### src/rtl/rise_detect_pkg.sv
package rise_detect_pkg;

    // Two-state machine: has the input been seen low or high?
    typedef enum logic {
        MLY_LOW  = 1'b0,
        MLY_HIGH = 1'b1
    } mly_state_e;

    // Three-state machine: idle, pulse for one cycle, then hold while high
    typedef enum logic [1:0] {
        MOR_IDLE  = 2'd0,
        MOR_PULSE = 2'd1,
        MOR_HELD  = 2'd2
    } mor_state_e;

    // Result of one two-state-machine step: next state plus output
    typedef struct packed {
        mly_state_e nxt;
        logic       pulse;
    } mly_step_t;

    function automatic mly_step_t mly_step(input mly_state_e cur, input logic bit_in);
        mly_step_t r;
        r.nxt   = bit_in ? MLY_HIGH : MLY_LOW;
        r.pulse = bit_in && (cur == MLY_LOW);
        return r;
    endfunction

    function automatic mor_state_e mor_next(input mor_state_e cur, input logic bit_in);
        mor_state_e n;
        if (!bit_in) begin
            n = MOR_IDLE;
        end else begin
            case (cur)
                MOR_IDLE:  n = MOR_PULSE;
                MOR_PULSE: n = MOR_HELD;
                default:   n = MOR_HELD;
            endcase
        end
        return n;
    endfunction

    function automatic logic mor_output(input mor_state_e cur);
        return cur == MOR_PULSE;
    endfunction

endpackage

### src/rtl/rise_mealy_fsm.sv
module rise_mealy_fsm
    import rise_detect_pkg::*;
(
    input  logic clk,
    input  logic rst,
    input  logic bit_in,
    output logic pulse_o
);

    mly_state_e state_q;
    mly_step_t  step;

    always_comb begin
        step = mly_step(state_q, bit_in);
    end

    always_ff @(posedge clk) begin
        if (rst) begin
            state_q <= MLY_LOW;
        end else begin
            state_q <= step.nxt;
        end
    end

    // Combinational output, held low while reset is active
    assign pulse_o = step.pulse && !rst;

endmodule

### src/rtl/rise_moore_fsm.sv
module rise_moore_fsm
    import rise_detect_pkg::*;
(
    input  logic clk,
    input  logic rst,
    input  logic bit_in,
    output logic pulse_o
);

    mor_state_e state_q;
    mor_state_e state_d;

    always_comb begin
        state_d = mor_next(state_q, bit_in);
    end

    always_ff @(posedge clk) begin
        if (rst) begin
            state_q <= MOR_IDLE;
        end else begin
            state_q <= state_d;
        end
    end

    // Output decoded from state only
    assign pulse_o = mor_output(state_q);

endmodule

### src/rtl/rise_detect_pair.sv
module rise_detect_pair (
    input  logic clk,
    input  logic rst,
    input  logic sig_in,
    output logic rise_mealy,
    output logic rise_moore
);

    rise_mealy_fsm u_mealy (
        .clk     (clk),
        .rst     (rst),
        .bit_in  (sig_in),
        .pulse_o (rise_mealy)
    );

    rise_moore_fsm u_moore (
        .clk     (clk),
        .rst     (rst),
        .bit_in  (sig_in),
        .pulse_o (rise_moore)
    );

endmodule

### config.mk
export PLATFORM = sky130hd
export DESIGN_NAME = rise_detect_pair
export DESIGN_NICKNAME = d
export VERILOG_FILES = /design/src/rtl/rise_detect_pkg.sv /design/src/rtl/rise_mealy_fsm.sv /design/src/rtl/rise_moore_fsm.sv /design/src/rtl/rise_detect_pair.sv
export SDC_FILE = /design/constraint.sdc
export NUM_CORES = 1
export LEC_CHECK = 0
export BUFFER_PORTS_ARGS = -buffer_cell sky130_fd_sc_hd__buf_4
export CAP_MARGIN = 20
export CORE_AREA = 5 5 42 44
export DETAILED_ROUTE_END_ITERATION = 8
export DIE_AREA = 0 0 47 49
export PLACE_DENSITY = 0.3
export SETUP_SLACK_MARGIN = 0.02
export SLEW_MARGIN = 20
export SYNTH_ARGS = -nofsm -noshare
export SYNTH_HDL_FRONTEND = slang
export SYNTH_HIERARCHICAL = 1
export SYNTH_SLANG_ARGS = --single-unit
### constraint.sdc
create_clock -name clk -period 2.07 [get_ports clk]
set_clock_uncertainty 0.15 [all_clocks]
set_input_delay 0.207 -clock clk [delete_from_list [all_inputs] [get_ports clk]]
set_output_delay 0.207 -clock clk [all_outputs]
set_load 0.01 [all_outputs]
==> impl_metrics.py, run 1 <==
metrics = {
    "timing": {
        "fmax_ghz": 0.837,
        "slew_viol_final": 0,
        "hold_viol": 0,
        "rsz0062_at_grt": "no",
        "finalSetupViolations": 0,
        "period_share": 0.577,
        "tightestPinTransition_ps": 118,
        "relSlewSlack": 0.921,
        "finalSetupTns_ps": 0,
        "period_minus_slack_ps": 1190,
    },
    "synthesis": {
        "seq_area_frac_synth": 0.516,
        "yosys.cell_types.count": 6,
        "syn_inst": 10,
        "syn_area_per_cell_um2": 11.6,
        "yosysWarnings": 6,
        "synth_fp_nets": 13,
        "ys_seq_elements": 3,
        "synth_area_um2": 116,
    },
    "setup_path": {
        "end_kind": "output pin",
        "reg2reg_depth": 2,
        "crit-reg2reg-capture": "u_moore/state_q[1]",
        "r2r_start": "u_moore/state_q[1]",
        "critPathMaxFanout": 3,
        "required_ps": 1710,
        "endpoint": "rise_moore",
        "critPathKind": "register to output pin",
        "crit_path_start_kind": "register",
        "cp-startpoint": "u_moore/state_q[0]",
        "timing.reg2reg.setup_slack_ps": 1350,
        "critPathArrivalTime_ps": 840,
    },
    "power": {
        "p_switching_mw": 0.0365,
        "swShare": 0.203,
        "pwr-share-clk": 0.560,
        "combPwrFrac": 0.089,
        "sequentialPowerShare": 0.351,
        "leakagePower_nw": 0.0850,
        "power.density_mw_per_mm2": 931,
        "vdd_drop_max_mv": 0.251,
        "p_int_mw": 0.143,
    },
    "layout": {
        "fin_nets": 22,
        "final_area_um2": 193,
        "antenna_cells": 0,
        "fill_cells": 169,
        "syn_to_final_growth_pct": 65.6,
        "drive_gt1_frac": 0.556,
    },
    "clock_network": {
        "clk_pin_slew_ps": 40,
        "htreeDepth": 1,
        "ctsHoldBuffers": 0,
        "cts.sinks": 3,
        "clock-root-buffer": "clkbuf_4",
        "cts_tree": "done",
        "ctsResizeCount": 0,
        "numCtsBuffers": 3,
        "clk_latency_ps": 230,
        "post_cts_buffers": 0,
        "cts_max_path_buffers": 2,
    },
    "run_status": {
        "status": "completed",
    },
    "global_route": {
        "track_usage": 0.0260,
        "overflow": 0,
        "grt_pass1_vias": 96,
        "antenna_found_initial": 0,
        "grt_first_pass_wirelength_um": 386,
        "grt_max_degree": 4,
    },
    "floorplanning": {
        "num_rows": 14,
        "core_mm2": 0.00140,
        "die_h_um": 49,
        "die_area_mm2": 0.00230,
        "start_util": 0.0830,
        "die_w_um": 47,
        "io_pins": 5,
    },
    "job": {
        "drv_cap": 0,
    },
    "placed_design": {
        "routabilityCongestion": 0.562,
        "placed_cell_area_um2": 166,
        "dp_hpwl_um": 181,
        "io_buffers": 4,
    },
    "min_path": {
        "holdCritPathClass": "primary input to register",
    },
    "detailed_routing": {
        "viasPerCell": 2.53,
        "postRouteAntennaNets": 0,
        "wire_per_inst_um": 6.76,
        "wirelength_um": 230,
        "vias": 86,
        "drt_pass1_iterations": 1,
        "drcViolationCount": 0,
        "first_iter_violations": 0,
    },
}
how the worst min path moves through the flow:
stage          start              end  slack (ps)  cells past startpoint
5_1_grt          rst  u_mealy/state_q          10                      2
3_3_place_gp     rst  u_mealy/state_q         250                      2
3_5_place_dp     rst  u_mealy/state_q         250                      2
4_1_cts          rst  u_mealy/state_q           7                      2
2_1_floorplan    rst  u_mealy/state_q         130                      1
6_report         rst  u_mealy/state_q          10                      2
routing by layer:
metal	vias up	routed length [um]	global-route usage
met2	1	140	0.0339
met4	0	0	0.0276
met5	-	0	0
met3	0	9	0.0221
li1	47	-	-
met1	38	81	0.0219
synth_stat cells:
| master | n | area [um^2] |
|---|---|---|
| nand2b_4 | 1 | 13.8 |
| dfxtp_1 | 3 | 60.1 |
| nor3b_2 | 1 | 12.5 |
| nor2b_1 | 2 | 12.5 |
| nor3_2 | 1 | 10.0 |
| nor2_1 | 2 | 7.51 |
state kept, by name (all words and copies together), names as in the netlist:
name / cells
u_mealy/state_q: 1
u_moore/state_q: 2
power by group through the flow:
stage          clock (mW)  combinational, mW  sequential (mW)
2_1_floorplan           0            0.00769           0.0636
6_report            0.100             0.0159           0.0630
5_1_grt             0.114             0.0177           0.0632
3_3_place_gp            0             0.0160           0.0638
4_1_cts             0.107             0.0164           0.0630
3_5_place_dp            0             0.0163           0.0639
stage by stage:
stage	setup slack, ps	power (mW)	hold WS [ps]	instances	utilization
2_1_floorplan	1160	0.0713	129	10	-
3_3_place_gp	1090	0.0799	246	30	0.119
3_5_place_dp	1100	0.0802	253	30	0.119
4_1_cts	856	0.186	6.70	34	0.138
5_1_grt	820	0.194	11.6	34	0.138
6_report	876	0.179	13.6	34	0.138
critical path, cell delays in order (launching register included):
cell and delay, ps:
dfxtp_1 350, nor2b_1 140, buf_4 130
cells in the final DEF, fill, tap and decap left out:
master,Yosys,layout
nor2_1,2,2
clkbuf_1,0,1
dfxtp_1,3,3
nor3_2,1,1
nor2b_1,2,2
nor3b_2,1,1
clkbuf_4,0,3
buf_4,0,4
nand2b_4,1,1
logic make-up after synthesis:
kind of cell     after synthesis  synth area share
and+or+nand+nor                7             0.484
DFF                            3             0.516
area by class of cell:
class,count,area [um^2],area share
clock buffers,4,26.3,0.136
multi-input cells,7,56.3,0.292
flip-flops and latches,3,60.1,0.312
well taps,16,20.0,0.104
repair buffers,4,30.0,0.156
(Power assumes the default switching activity.)
==> run 2, diff against run 1 <==
--- a/config.mk
+++ b/config.mk
@@ -5,6 +5,7 @@
 export SDC_FILE = /design/constraint.sdc
 export NUM_CORES = 1
 export LEC_CHECK = 0
+export ABC_AREA = 1
 export BUFFER_PORTS_ARGS = -buffer_cell sky130_fd_sc_hd__buf_4
 export CAP_MARGIN = 20
 export CORE_AREA = 5 5 42 44
==> constraint.sdc (replaced) <==
create_clock -name clk -period 0.95 [get_ports clk]
set_clock_uncertainty 0.15 [all_clocks]
set_input_delay 0.095 -clock clk [delete_from_list [all_inputs] [get_ports clk]]
set_output_delay 0.095 -clock clk [all_outputs]
set_load 0.01 [all_outputs]
==> impl_metrics.py, run 2 <==
metrics = {
    "run_status": {
        "status": "complete, but fails checks",
        "violations": "negative hold slack, negative setup slack",
    },
    "clock_network": {
        "clk_pin_slew_ps": 40,
        "htreeDepth": 1,
        "cts_tree": "done",
        "numCtsBuffers": 3,
        "ctsHoldBuffers": 2,
        "cts_max_path_buffers": 2,
        "clk_latency_ps": 230,
        "clock-root-buffer": "clkbuf_4",
        "cts.sinks": 3,
    },
    "floorplanning": {
        "die_w_um": 47,
        "start_util": 0.0812,
        "die_area_mm2": 0.00230,
        "core_mm2": 0.00140,
        "die_h_um": 49,
        "num_rows": 14,
        "io_pins": 5,
    },
    "timing": {
        "tightestPinTransition_ps": 109,
        "relSlewSlack": 0.927,
        "rsz0062_at_grt": "yes",
        "period_minus_slack_ps": 1020,
        "period_share": 1.07,
        "fmax_ghz": 0.979,
        "holdWs_ps": -30.3,
        "finalWorstSetupSlack_ps": -71.0,
        "finalSetupTns_ps": -79.9,
        "finalSetupViolations": 2,
        "slew_viol_final": 0,
        "hold_viol": 2,
    },
    "synthesis": {
        "synth_fp_nets": 19,
        "synth_ff_type": "dfxtp_1",
        "synthDominantCellAreaShare": 0.527,
        "yosys.cell_types.count": 6,
        "syn_area_per_cell_um2": 7.12,
        "synthTopCellsByArea": "dfxtp_1 53%, inv_1 16%, nor2_1 13%",
        "syn_inst": 16,
        "synth_area_um2": 114,
        "yosys.area.top_type": "dfxtp_1",
        "ys_seq_elements": 3,
        "yosysWarnings": 6,
        "netlist_top_cells_count": "5 x inv_1, 4 x nor2_1, 3 x dfxtp_1, 2 x nand2_1",
        "synth-async-reset-ratio": 0,
        "synth_most_common_cell": "inv_1",
        "seq_area_frac_synth": 0.527,
        "synth_edf_count": 0,
    },
    "job": {
        "drv_cap": 0,
    },
    "global_route": {
        "track_usage": 0.0316,
        "antenna_found_initial": 0,
        "grt_max_degree": 4,
        "overflow": 0,
        "grt_first_pass_wirelength_um": 393,
        "grt_pass1_vias": 119,
    },
    "placed_design": {
        "io_buffers": 4,
        "dp_cells": 36,
        "placed_cell_area_um2": 164,
        "routabilityCongestion": 0.541,
        "dp_hpwl_um": 173,
    },
    "setup_path": {
        "end_kind": "output pin",
        "required_ps": 700,
        "critPathMaxFanout": 2,
        "critPathArrivalTime_ps": 780,
        "critPathKind": "register to output pin",
        "crit_path_start_kind": "register",
    },
    "layout": {
        "instances_no_fill": 43,
        "syn_to_final_growth_pct": 96.7,
        "most-common-layout-cells": "5 x buf_4, 4 x inv_1, 3 x clkbuf_4, 3 x nor2_1",
        "drive_gt1_frac": 0.481,
        "antenna_cells": 0,
        "reg_top3": "u_moore/state_q x2, u_mealy/state_q x1",
        "largest_reg_flops": 2,
        "final_area_um2": 224,
        "fill_cells": 176,
        "fin_nets": 31,
        "largest-register": "u_moore/state_q",
        "final_common_cell": "buf_4",
    },
    "power": {
        "leakagePower_nw": 0.119,
        "p_total_mw": 0.409,
        "swShare": 0.222,
        "sequentialPowerShare": 0.335,
        "p_int_mw": 0.318,
        "pwr-share-clk": 0.555,
        "combPwrFrac": 0.110,
        "vdd_drop_max_mv": 0.385,
        "p_switching_mw": 0.0910,
        "power.density_mw_per_mm2": 1830,
    },
    "detailed_routing": {
        "viasPerCell": 2.65,
        "drt_pass1_iterations": 1,
        "vias": 114,
        "first_iter_violations": 0,
        "drcViolationCount": 0,
        "wire_per_inst_um": 5.53,
        "postRouteAntennaNets": 0,
        "wirelength_um": 238,
    },
    "min_path": {
        "holdCritPathClass": "primary input to register",
    },
}
==> run 2: power groups by stage <==
stage / registers, mW / clock network (mW) / logic [mW]
after CTS: 0.137 / 0.238 / 0.0450
after detailed placement: 0.138 / 0 / 0.0341
final: 0.137 / 0.227 / 0.0449
after global routing: 0.138 / 0.260 / 0.0510
after global placement: 0.138 / 0 / 0.0335
after floorplan: 0.138 / 0 / 0.0169
==> run 2: timing repair <==
action / CTS / global route
pin swaps: 2 / 1
endpoints found under the hold margin: 3 / 2
setup endpoints to repair: 2 / 3
buffers inserted: 1 / 0
gates resized for setup: 3 / 1
==> run 2: routing by layer <==
| layer | up-vias | GRT usage | share of wire |
|---|---|---|---|
| li1 | 65 | - | - |
| met1 | 44 | 0.0284 | 0.38 |
| met2 | 5 | 0.0249 | 0.40 |
| met3 | 0 | 0.0332 | 0.21 |
| met4 | 0 | 0.0553 | 0 |
| met5 | - | 0 | 0 |
==> run 2: critical path: stages (launching register included) <==
cell and delay [ps]:
dfxtp_2 320, inv_2 40, nor2_2 70, buf_4 120
==> run 2: path summary, 6_finish.rpt <==
check                                        start            endpoint  slack [ps]  depth (start not counted)
worst min-delay path                           rst  u_moore/state_q[1]         -30                          4
worst max-delay path            u_moore/state_q[0]          rise_moore         -70                          3
worst min register to register  u_moore/state_q[0]  u_moore/state_q[1]         320                          2
worst max register to register  u_moore/state_q[0]  u_moore/state_q[0]         120                          4
==> run 2: final cells by class <==
class,count,area (um^2),area share
timing repair buffer,7,60.1,0.268
sequential,3,61.3,0.274
multi-input combinational,8,37.5,0.168
tap,16,20.0,0.0894
clock buffer,4,26.3,0.117
inverter,5,18.8,0.0838
==> run 2: kinds of logic (layout without fill, tap and decap cells) <==
group / count (synthesis) / count (layout) / synth area share
buf+inv: 5 / 16 / 0.165
flops: 3 / 3 / 0.527
simple gates: 8 / 8 / 0.308
==> run 2: stage by stage <==
stage / worst slack (ps) / utilization
6_report: -71.0 / 0.160
5_1_grt: -142 / 0.160
4_1_cts: -113 / 0.158
3_5_place_dp: 117 / 0.117
3_3_place_gp: 136 / 0.117
2_1_floorplan: 196 / -
==> run 3, diff against run 2 <==
==> constraint.sdc (replaced) <==
create_clock -name clk -period 0.85 [get_ports clk]
set_clock_uncertainty 0.15 [all_clocks]
set_input_delay 0.085 -clock clk [delete_from_list [all_inputs] [get_ports clk]]
set_output_delay 0.085 -clock clk [all_outputs]
set_load 0.01 [all_outputs]
==> impl_metrics.py, run 3 (synthesis gave the netlist of run 2 again) <==
metrics = {
    "run_status": {
        "status": "complete, but fails checks",
        "violations": "negative hold slack, negative setup slack",
    },
    "setup_path": {
        "required_ps": 610,
        "end_kind": "output pin",
        "slowest_delay_ps": 320,
        "critPathMaxFanout": 2,
        "crit_path_start_kind": "register",
        "crit_slowest_cell": "dfxtp_2",
        "path_cells": "inv_2 > nor2_2 > buf_4",
        "critPathKind": "register to output pin",
        "critPathArrivalTime_ps": 780,
    },
    "power": {
        "vdd_drop_max_mv": 0.490,
        "p_total_mw": 0.445,
        "p_switching_mw": 0.0958,
        "power.density_mw_per_mm2": 2180,
        "sequentialPowerShare": 0.345,
        "p_int_mw": 0.349,
        "leakagePower_nw": 0.107,
        "combPwrFrac": 0.098,
        "swShare": 0.215,
        "pwr-share-clk": 0.557,
    },
    "clock_network": {
        "htreeDepth": 1,
        "clk_latency_ps": 230,
        "cts_max_path_buffers": 2,
        "numCtsBuffers": 3,
        "cts.sinks": 3,
        "cts_tree": "done",
        "clock-root-buffer": "clkbuf_4",
        "clk_pin_slew_ps": 40,
    },
    "timing": {
        "holdWs_ps": -76.7,
        "slew_viol_final": 0,
        "finalSetupViolations": 2,
        "relSlewSlack": 0.925,
        "hold_viol": 3,
        "rsz0062_at_grt": "yes",
        "period_share": 1.19,
        "fmax_ghz": 0.989,
        "finalWorstSetupSlack_ps": -162,
        "tightestPinTransition_ps": 112,
        "period_minus_slack_ps": 1010,
    },
    "global_route": {
        "track_usage": 0.0289,
        "overflow": 0,
        "grt_first_pass_wirelength_um": 379,
        "top_usage_layer": "met4",
        "use_met2": 0.0249,
        "grt_pass1_vias": 123,
        "antenna_found_initial": 0,
        "grt_use_met1": 0.0241,
        "grt_max_degree": 4,
        "grt_util_met3": 0.0258,
    },
    "job": {
        "drv_cap": 0,
    },
    "detailed_routing": {
        "drt_pass1_iterations": 2,
        "first_iter_violations": 2,
        "vias": 103,
        "drcViolationCount": 0,
        "wire_per_inst_um": 5.61,
        "postRouteAntennaNets": 0,
        "wirelength_um": 230,
        "viasPerCell": 2.51,
    },
    "layout": {
        "largest-register": "u_moore/state_q",
        "fin_nets": 29,
        "fill_cells": 172,
        "most-common-layout-cells": "5 x buf_4, 4 x inv_1, 3 x clkbuf_4, 3 x nor2_1",
        "largest_reg_flops": 2,
        "final_area_um2": 204,
        "reg_top3": "u_moore/state_q x2, u_mealy/state_q x1",
        "final-seq-area_um2": 61.3,
        "final_common_cell": "buf_4",
        "antenna_cells": 0,
        "multiInputGateArea_um2": 40.0,
        "syn_to_final_growth_pct": 79.1,
        "postLayoutCoreUtil": 0.146,
        "drive_gt1_frac": 0.560,
    },
    "floorplanning": {
        "die_h_um": 49,
        "die_area_mm2": 0.00230,
        "die_w_um": 47,
        "num_rows": 14,
        "core_mm2": 0.00140,
        "io_pins": 5,
        "start_util": 0.0812,
    },
    "min_path": {
        "holdCritPathClass": "primary input to register",
    },
    "placed_design": {
        "io_buffers": 4,
        "dp_hpwl_um": 167,
        "placed_cell_area_um2": 164,
        "dp_slack_ps": 35.3,
        "routabilityCongestion": 0.541,
    },
}
[run 3: path summary, 6_finish.rpt]
check,start,end,slack [ps],depth (start not counted)
max,u_moore/state_q[0],rise_moore,-160,3
min,sig_in,u_mealy/state_q,-80,3
max reg2reg,u_moore/state_q[0],u_moore/state_q[0],40,4
min reg2reg,u_moore/state_q[0],u_moore/state_q[1],320,2
[run 3: area by class of cell]
type,instances,area share
well taps,16,0.0982
multi-input cells,8,0.196
clock buffers,4,0.129
flip-flops and latches,3,0.301
repair buffers,5,0.184
inverters,5,0.0920
[run 3: repair_timing]
action | 4_1_cts | 5_1_grt
endpoints found under the setup margin | 2 | 3
hold endpoints to repair | 3 | 3
pin swaps | 2 | 3
buffers inserted | 1 | 1
resized for setup | 3 | 1
[run 3: power by group through the flow]
| stage | clock, mW | sequential, mW | combinational, mW |
|---|---|---|---|
| 2_1_floorplan | 0 | 0.154 | 0.0189 |
| 3_3_place_gp | 0 | 0.154 | 0.0376 |
| 3_5_place_dp | 0 | 0.154 | 0.0380 |
| 4_1_cts | 0.260 | 0.153 | 0.0436 |
| 5_1_grt | 0.267 | 0.154 | 0.0504 |
| 6_report | 0.248 | 0.153 | 0.0437 |
[run 3: through the flow]
| stage | TNS (ps) | instances |
|---|---|---|
| after floorplan | 0 | 16 |
| after global placement | 0 | 36 |
| after detailed placement | 0 | 36 |
| after CTS | -304 | 41 |
| after global routing | -344 | 41 |
| final | -256 | 41 |
[run 3: worst max-delay path: cells and delay by family, from the launching register on]
kind                   cells  cell delay [ps]
DFF                        1              320
buffers and inverters      2              160
and+or+nand+nor            1               70
[run 3: routing by layer]
| layer | vias up | share of wire |
|---|---|---|
| li1 | 60 | - |
| met1 | 38 | 0.42 |
| met2 | 5 | 0.37 |
| met3 | 0 | 0.21 |
| met4 | 0 | 0 |
| met5 | - | 0 |
